**config.mk**
```make
export PLATFORM = sky130hd
export DESIGN_NAME = adc_bytelane_master
export DESIGN_NICKNAME = d
export VERILOG_FILES = /design/src/rtl/adcbl_pkg.sv /design/src/rtl/adcbl_seq.sv /design/src/rtl/adcbl_pins.sv /design/src/rtl/adcbl_capture.sv /design/src/rtl/adc_bytelane_master.sv
export SDC_FILE = /design/constraint.sdc
export NUM_CORES = 1
export LEC_CHECK = 0
export BUFFER_PORTS_ARGS = -buffer_cell sky130_fd_sc_hd__clkbuf_2
export CAP_MARGIN = 20
export CORE_MARGIN = 2
export CORE_UTILIZATION = 37
export DETAILED_ROUTE_END_ITERATION = 6
export GPL_TIMING_DRIVEN = 0
export REMOVE_ABC_BUFFERS = 1
export SETUP_SLACK_MARGIN = 0.5
export SLEW_MARGIN = 20
export SYNTH_ARGS = -nofsm -noshare
export SYNTH_HDL_FRONTEND = slang
export SYNTH_HIERARCHICAL = 1
export SYNTH_SLANG_ARGS = --single-unit
export TNS_END_PERCENT = 1
```
**constraint.sdc**
```tcl
create_clock -name clk -period 3.52 [get_ports clk]
set_input_delay 0.176 -clock clk [delete_from_list [all_inputs] [get_ports clk]]
set_output_delay 0.176 -clock clk [all_outputs]
set_load 0.02 [all_outputs]
```
**src/rtl/adcbl_pkg.sv**
```systemverilog
package adcbl_pkg;

  typedef enum logic [2:0] {
    PH_IDLE,
    PH_TURN,
    PH_SETUP,
    PH_STROBE,
    PH_HOLD,
    PH_GAP
  } phase_e;

  localparam logic [15:0] RESTORE_WORD = 16'h4002;

  // Lane of byte cycle idx: writes low then high; 12-bit reads use the
  // low lane only; 8-bit reads start from the lane picked by hi_first.
  function automatic logic lane_high(input logic is_wr, input logic wide,
                                     input logic hi_first, input logic idx);
    logic r;
    if (is_wr)      r = idx;
    else if (wide)  r = 1'b0;
    else            r = idx ^ hi_first;
    return r;
  endfunction

  // Merge one lane sample into the word being assembled.
  function automatic logic [15:0] merge_lane(input logic [15:0] acc,
                                             input logic [11:0] lanes,
                                             input logic hi, input logic wide);
    logic [15:0] r;
    r = acc;
    if (hi)        r[15:8] = lanes[7:0];
    else if (wide) r = {4'h0, lanes};
    else           r[7:0] = lanes[7:0];
    return r;
  endfunction

  function automatic logic [7:0] pick_byte(input logic [15:0] w, input logic hi);
    return hi ? w[15:8] : w[7:0];
  endfunction

endpackage

```
**src/rtl/adcbl_seq.sv**
```systemverilog
module adcbl_seq
  import adcbl_pkg::*;
#(
  parameter int CW = 8
) (
  input  logic          clk,
  input  logic          rst_n,
  input  logic          start,
  input  logic          two_cycles,
  input  logic          need_turn,
  input  logic [CW-1:0] setup_len,
  input  logic [CW-1:0] strobe_len,
  input  logic [CW-1:0] hold_len,
  input  logic [CW-1:0] gap_len,
  input  logic [CW-1:0] turn_len,
  output phase_e        phase,
  output logic          byte_idx,
  output logic          strobe_last,
  output logic          seq_end
);

  localparam logic [CW-1:0] ONE = {{(CW-1){1'b0}}, 1'b1};

  logic [CW-1:0] cnt, cnt_ld;
  phase_e        ph_nx, lead_ph;
  logic          idx_nx, load;

  assign lead_ph     = (setup_len != '0) ? PH_SETUP : PH_STROBE;
  assign strobe_last = (phase == PH_STROBE) && (cnt == '0);

  always_comb begin
    ph_nx   = phase;
    idx_nx  = byte_idx;
    load    = 1'b0;
    seq_end = 1'b0;
    unique case (phase)
      PH_IDLE: if (start) begin
        load   = 1'b1;
        idx_nx = 1'b0;
        ph_nx  = need_turn ? PH_TURN : lead_ph;
      end
      PH_TURN, PH_SETUP, PH_GAP: if (cnt == '0) begin
        load  = 1'b1;
        ph_nx = (phase == PH_SETUP) ? PH_STROBE : lead_ph;
      end
      PH_STROBE, PH_HOLD: if (cnt == '0) begin
        load = 1'b1;
        if (phase == PH_STROBE && hold_len != '0) begin
          ph_nx = PH_HOLD;
        end else if (!two_cycles || byte_idx) begin
          ph_nx   = PH_IDLE;
          seq_end = 1'b1;
        end else begin
          idx_nx = 1'b1;
          // a strobe must rise between byte cycles: force one gap clock
          ph_nx  = (gap_len != '0 || (phase == PH_STROBE && setup_len == '0))
                   ? PH_GAP : lead_ph;
        end
      end
      default: ph_nx = PH_IDLE;
    endcase
  end

  always_comb begin
    unique case (ph_nx)
      PH_TURN:   cnt_ld = (turn_len == '0) ? '0 : turn_len - ONE;
      PH_SETUP:  cnt_ld = setup_len - ONE;
      PH_STROBE: cnt_ld = strobe_len;
      PH_HOLD:   cnt_ld = hold_len - ONE;
      PH_GAP:    cnt_ld = (gap_len == '0) ? '0 : gap_len - ONE;
      default:   cnt_ld = '0;
    endcase
  end

  always_ff @(posedge clk or negedge rst_n) begin
    if (!rst_n) begin
      phase    <= PH_IDLE;
      cnt      <= '0;
      byte_idx <= 1'b0;
    end else begin
      phase    <= ph_nx;
      byte_idx <= idx_nx;
      if (load)             cnt <= cnt_ld;
      else if (cnt != '0)   cnt <= cnt - ONE;
    end
  end

endmodule

```
**src/rtl/adcbl_pins.sv**
```systemverilog
module adcbl_pins
  import adcbl_pkg::*;
#(
  parameter int DW = 12
) (
  input  phase_e        phase,
  input  logic          is_wr,
  input  logic          hi,
  input  logic [15:0]   word,
  output logic          cs_n,
  output logic          rd_n,
  output logic          wr_n,
  output logic          hben,
  output logic          oe,
  output logic [DW-1:0] bus_out
);

  logic active, drive;

  assign active  = (phase == PH_STROBE);
  assign drive   = is_wr && (phase == PH_SETUP || phase == PH_STROBE || phase == PH_HOLD);
  assign cs_n    = !active;
  assign rd_n    = !(active && !is_wr);
  assign wr_n    = !(active && is_wr);
  assign hben    = hi;
  assign oe      = drive;
  assign bus_out = drive ? DW'(pick_byte(word, hi)) : '0;

endmodule

```
**src/rtl/adcbl_capture.sv**
```systemverilog
module adcbl_capture
  import adcbl_pkg::*;
(
  input  logic        clk,
  input  logic        rst_n,
  input  logic        clear,
  input  logic        take,
  input  logic        hi,
  input  logic        wide,
  input  logic [11:0] lanes,
  output logic [15:0] word
);

  always_ff @(posedge clk or negedge rst_n) begin
    if (!rst_n)     word <= '0;
    else if (clear) word <= '0;
    else if (take)  word <= merge_lane(word, lanes, hi, wide);
  end

endmodule

```
**src/rtl/adc_bytelane_master.sv**
```systemverilog
module adc_bytelane_master
  import adcbl_pkg::*;
#(
  parameter int DW = 12,
  parameter int CW = 8
) (
  input  logic          clk,
  input  logic          rst_n,
  input  logic          cfg_wide,
  input  logic          cfg_hi_first,
  input  logic [CW-1:0] cfg_setup,
  input  logic [CW-1:0] cfg_strobe,
  input  logic [CW-1:0] cfg_hold,
  input  logic [CW-1:0] cfg_gap,
  input  logic [CW-1:0] cfg_turn,
  input  logic          req_valid,
  input  logic [1:0]    req_op,
  input  logic [15:0]   req_wdata,
  output logic          req_ready,
  output logic          done,
  output logic [15:0]   done_rdata,
  output logic          adc_cs_n,
  output logic          adc_rd_n,
  output logic          adc_wr_n,
  output logic          adc_hben,
  output logic          bus_oe,
  output logic [DW-1:0] bus_out,
  input  logic [DW-1:0] bus_in
);

  localparam bit WIDE_OK = (DW >= 12);

  logic        wide_sel;
  logic [11:0] lanes_in;

  generate
    if (WIDE_OK) begin : g_wide
      assign wide_sel = cfg_wide;
      assign lanes_in = bus_in[11:0];
    end else begin : g_narrow
      assign wide_sel = 1'b0;
      assign lanes_in = {{(12-DW){1'b0}}, bus_in};
    end
  endgenerate

  phase_e      phase;
  logic        byte_idx, strobe_last, seq_end;
  logic        accept, need_turn, two_cycles, hi;
  logic        op_wr, op_wide, op_hi_first, last_rd, done_r;
  logic [15:0] op_word, cap_word;

  assign req_ready  = (phase == PH_IDLE);
  assign accept     = req_valid && req_ready;
  assign need_turn  = (req_op != 2'd0) && last_rd;
  assign two_cycles = op_wr || !op_wide;
  assign hi         = lane_high(op_wr, op_wide, op_hi_first, byte_idx);

  always_ff @(posedge clk or negedge rst_n) begin
    if (!rst_n) begin
      op_wr       <= 1'b0;
      op_wide     <= 1'b0;
      op_hi_first <= 1'b0;
      op_word     <= '0;
      last_rd     <= 1'b0;
      done_r      <= 1'b0;
    end else begin
      done_r <= seq_end;
      if (accept) begin
        op_wr       <= (req_op != 2'd0);
        op_wide     <= wide_sel;
        op_hi_first <= cfg_hi_first;
        op_word     <= req_op[1] ? RESTORE_WORD : req_wdata;
      end
      if (seq_end) last_rd <= !op_wr;
    end
  end

  adcbl_seq #(.CW(CW)) u_seq (
    .clk        (clk),
    .rst_n      (rst_n),
    .start      (accept),
    .two_cycles (two_cycles),
    .need_turn  (need_turn),
    .setup_len  (cfg_setup),
    .strobe_len (cfg_strobe),
    .hold_len   (cfg_hold),
    .gap_len    (cfg_gap),
    .turn_len   (cfg_turn),
    .phase      (phase),
    .byte_idx   (byte_idx),
    .strobe_last(strobe_last),
    .seq_end    (seq_end)
  );

  adcbl_pins #(.DW(DW)) u_pins (
    .phase  (phase),
    .is_wr  (op_wr),
    .hi     (hi),
    .word   (op_word),
    .cs_n   (adc_cs_n),
    .rd_n   (adc_rd_n),
    .wr_n   (adc_wr_n),
    .hben   (adc_hben),
    .oe     (bus_oe),
    .bus_out(bus_out)
  );

  adcbl_capture u_cap (
    .clk  (clk),
    .rst_n(rst_n),
    .clear(accept),
    .take (strobe_last && !op_wr),
    .hi   (hi),
    .wide (op_wide),
    .lanes(lanes_in),
    .word (cap_word)
  );

  assign done       = done_r;
  assign done_rdata = done_r ? cap_word : 16'h0000;

endmodule

```
==> results.yml <==
floorplanning:
  die_width_um: 105.5
  ios: 110
  rows: 37
  dieArea_mm2: 0.01114
  coreArea_mm2: 0.01018
  die_h_um: 105.5
  start_util: 0.3746
critical_path:
  r2r_start: "u_seq/cnt[5]$_DFFE_PN0P_"
  crit_fanout: 5
  r2r_cells: 15
  cp.required_ps: 3710
  r2r_end: "u_seq/cnt[4]$_DFFE_PN0P_"
  r2r_slack_ps: -20
  critPathLaunchType: "flip-flop"
  endpoint_kind: "flip-flop"
  critPathKind: "flip-flop to flip-flop"
  arrival_ps: 3730
final_layout:
  drive_above_1_share: 0.3939
  fin_area_mm2: 0.004807
  areaGrowthSynthToFinish_pct: 26.01
  fillers: 991
  seq_area_mm2: 0.001234
  multi_input_area_mm2: 0.002545
  final_common_cell: "clkbuf_2"
  fin_cells: 659
  utilization: 0.4720
  diodes: 0
  final_cell_mix: "clkbuf_2 (104), dfrtp_1 (43), nor2_1 (39)"
  nets: 602
global_route:
  antenna_found_initial: 0
  grt_pass1_wl_mm: 15.68
  grtUsageTotal: 0.1698
  grt_pass1_vias: 3341
  gr-total-overflow: 0
  grt_start_max_net_pins: 50
sta:
  rsz0062_at_grt: "true"
  fin_hold_ws_ps: 122.5
  max_freq_mhz: 282.4
  period_needed_ps: 3541
  final-setup-viol-count: 1
  slew_violations: 0
  setup_tns_ps: -20.94
  tightest_slew_ps: 998.4
  min_period_over_period: 1.006
  slew_headroom: 0.3344
  fin_ws_ps: -20.94
  hold_viol: 0
  fin_skew_ps: 13.13
clock_tree:
  clk_root_buffer_cell: "clkbuf_8"
  cts_buffer_depth: 2
  clk_latency_ps: 300
  h-tree-depth: 2
  cts_tree: "built"
  numCtsBuffers: 5
  cts_sinks: 49
  clkTransAtPathRegs_ps: 90
hold_path:
  min_from: "cfg_hi_first"
  holdCritPathClass: "input pin to flip-flop"
  min_to: "op_hi_first$_DFFE_PN0P_"
  hold_depth: 2
drt:
  drt_wl_total_mm: 9.752
  viasPerCell: 5.237
  wl_per_cell_um: 14.80
  drtIter0Drc: 163
  drc: 0
  vias: 3451
  ant_nets: 0
  drtPass1Iterations: 4
status:
  violations: "setup timing"
  status: "finished, violations left"
place:
  dp.cells: 633
  dp_hpwl_mm: 7.217
  globalplace.congestion: 0.8536
  placed_area_mm2: 0.004388
  portBuffers: 105
  pre_cts_ws_ps: -833.6
power:
  p_per_area_mw_per_mm2: 578.2
  ir_worst_vdd_uv: 282.7
  power.leakage_nw: 2.241
  p_total_mw: 2.779
flow_run:
  drv_cap: 0
synth:
  ys_types: 67
  synth-seq-cells: 49
  syn-cell-area_mm2: 0.003815
  yosysSeqAreaShare: 0.3214
  ys_warn_count: 6
  syn_avg_cell_area_um2: 9.259
  syn_inst: 412
  synthArstFlopShare: 1.000
  ys.flop_type: "dfrtp_1"
  synth_edf_count: 0
-- worst max path at each step --
| stage | startpoint | to | slack, ps | depth (start not counted) |
|---|---|---|---|---|
| floorplan | u_seq/phase[1]$_DFF_PN0_ | u_seq/cnt[4]$_DFFE_PN0P_ | -730 | 15 |
| global placement | u_seq/phase[1]$_DFF_PN0_ | u_seq/cnt[4]$_DFFE_PN0P_ | -1940 | 15 |
| finish | u_seq/cnt[5]$_DFFE_PN0P_ | u_seq/cnt[4]$_DFFE_PN0P_ | -20 | 15 |
| detailed placement | u_seq/cnt[0]$_DFFE_PN0P_ | u_seq/cnt[4]$_DFFE_PN0P_ | -830 | 17 |
| global route | u_seq/cnt[6]$_DFFE_PN0P_ | u_seq/cnt[4]$_DFFE_PN0P_ | -160 | 16 |
| CTS | u_seq/cnt[1]$_DFFE_PN0P_ | u_seq/cnt[4]$_DFFE_PN0P_ | 5 | 17 |
-- cell usage after synthesis, types with 3 or more instances --
library cell,n,area [um2]
dfrtp_1,49,1226
nor2_1,39,146.4
mux2i_1,30,300.3
nor2b_1,22,137.6
and2_1,19,118.9
nand2_1,19,71.32
xnor2_1,16,140.1
inv_1,15,56.30
nor3_1,12,60.06
mux2_2,11,123.9
nand2b_1,11,68.82
a21oi_1,9,45.04
a211oi_2,8,100.1
nand3_1,8,40.04
xor2_1,8,70.07
buf_2,7,35.03
buf_4,7,52.55
clkbuf_1,7,26.28
o21ai_0,7,35.03
mux2_4,6,90.09
nor4_1,6,37.54
a211oi_1,5,37.54
a32oi_1,5,43.79
buf_6,5,56.30
ha_1,5,62.56
a31oi_1,4,25.02
nand3b_1,4,30.03
nand4_1,4,25.02
nor3b_1,4,30.03
a211o_1,3,26.28
o211ai_1,3,22.52
o21ai_1,3,15.01
o221ai_1,3,26.28
or3_1,3,18.77
or4_4,3,33.78
-- critical path, stage by stage, from the launching register on --
cell        delay [ps]
dfrtp_2            460
or4_4              590
o21ai_2            150
a21o_1             120
and4_4             250
clkinvlp_4         110
nor2_4             170
mux2i_2            280
ha_2               230
nor2b_4            150
nand2b_1            90
xor2_2             170
nor2_1              70
o31ai_2            260
nand4_1            170
o2bb2ai_1          160
-- report_power, final --
group          switching [mW]  leakage (nW)  internal (mW)  total [mW]
clock                   0.186        0.0374          0.140       0.327
sequential              0.200         0.605          0.800        1.00
combinational           0.774          1.60          0.678        1.45
total                    1.16          2.24           1.62        2.78
-- per-layer routing --
metal / share of wire / vias to the layer above / track usage
met2: 0.46 / 121 / 0.2747
met4: 0.012 / 0 / 0.04041
met1: 0.48 / 1628 / 0.2411
met5: 0 / - / 0
li1: - / 1693 / -
met3: 0.054 / 9 / 0.02288
-- cells by family (layout without fill, tap and decap cells) --
kind of cell               count (synthesis)  count (layout)  synth area share
AOI/OAI and AO/OA                         75              75            0.1578
xor gates and xnor gates                  24              24           0.05510
adders and majority gates                  5               5           0.01640
buffers and inverters                     42             150           0.06034
DFF                                       49              49            0.3214
muxes                                     47              47            0.1348
other                                      1               4         0.0009830
and+or+nand+nor                          169             169            0.2532
-- what timing repair did --
action                                  in CTS  in global routing
pin swaps                                   11                 15
gates resized for setup                     28                 21
setup buffers                                9                  8
hold buffers                                 1                  0
endpoints found under the setup margin       6                  8
endpoints found under the hold margin       49                  0
-- sequential cells by signal, summed over array words and instances, names as in the netlist --
register / cells
done: 1
last_rd: 1
op_hi_first: 1
op_wide: 1
op_word: 16
op_wr: 1
u_cap/word: 16
u_seq/byte_idx: 1
u_seq/cnt: 8
u_seq/phase: 3
-- final cells by class --
| cell class | count | area share |
|---|---|---|
| Clock inverter | 2 | 0.003123 |
| Sequential cell | 49 | 0.2566 |
| Multi-Input combinational cell | 324 | 0.5294 |
| Inverter | 16 | 0.01406 |
| Clock buffer | 6 | 0.01510 |
| Timing Repair Buffer | 126 | 0.1463 |
| Tap cell | 136 | 0.03540 |
Note: power is estimated with default switching activity, not from simulation.
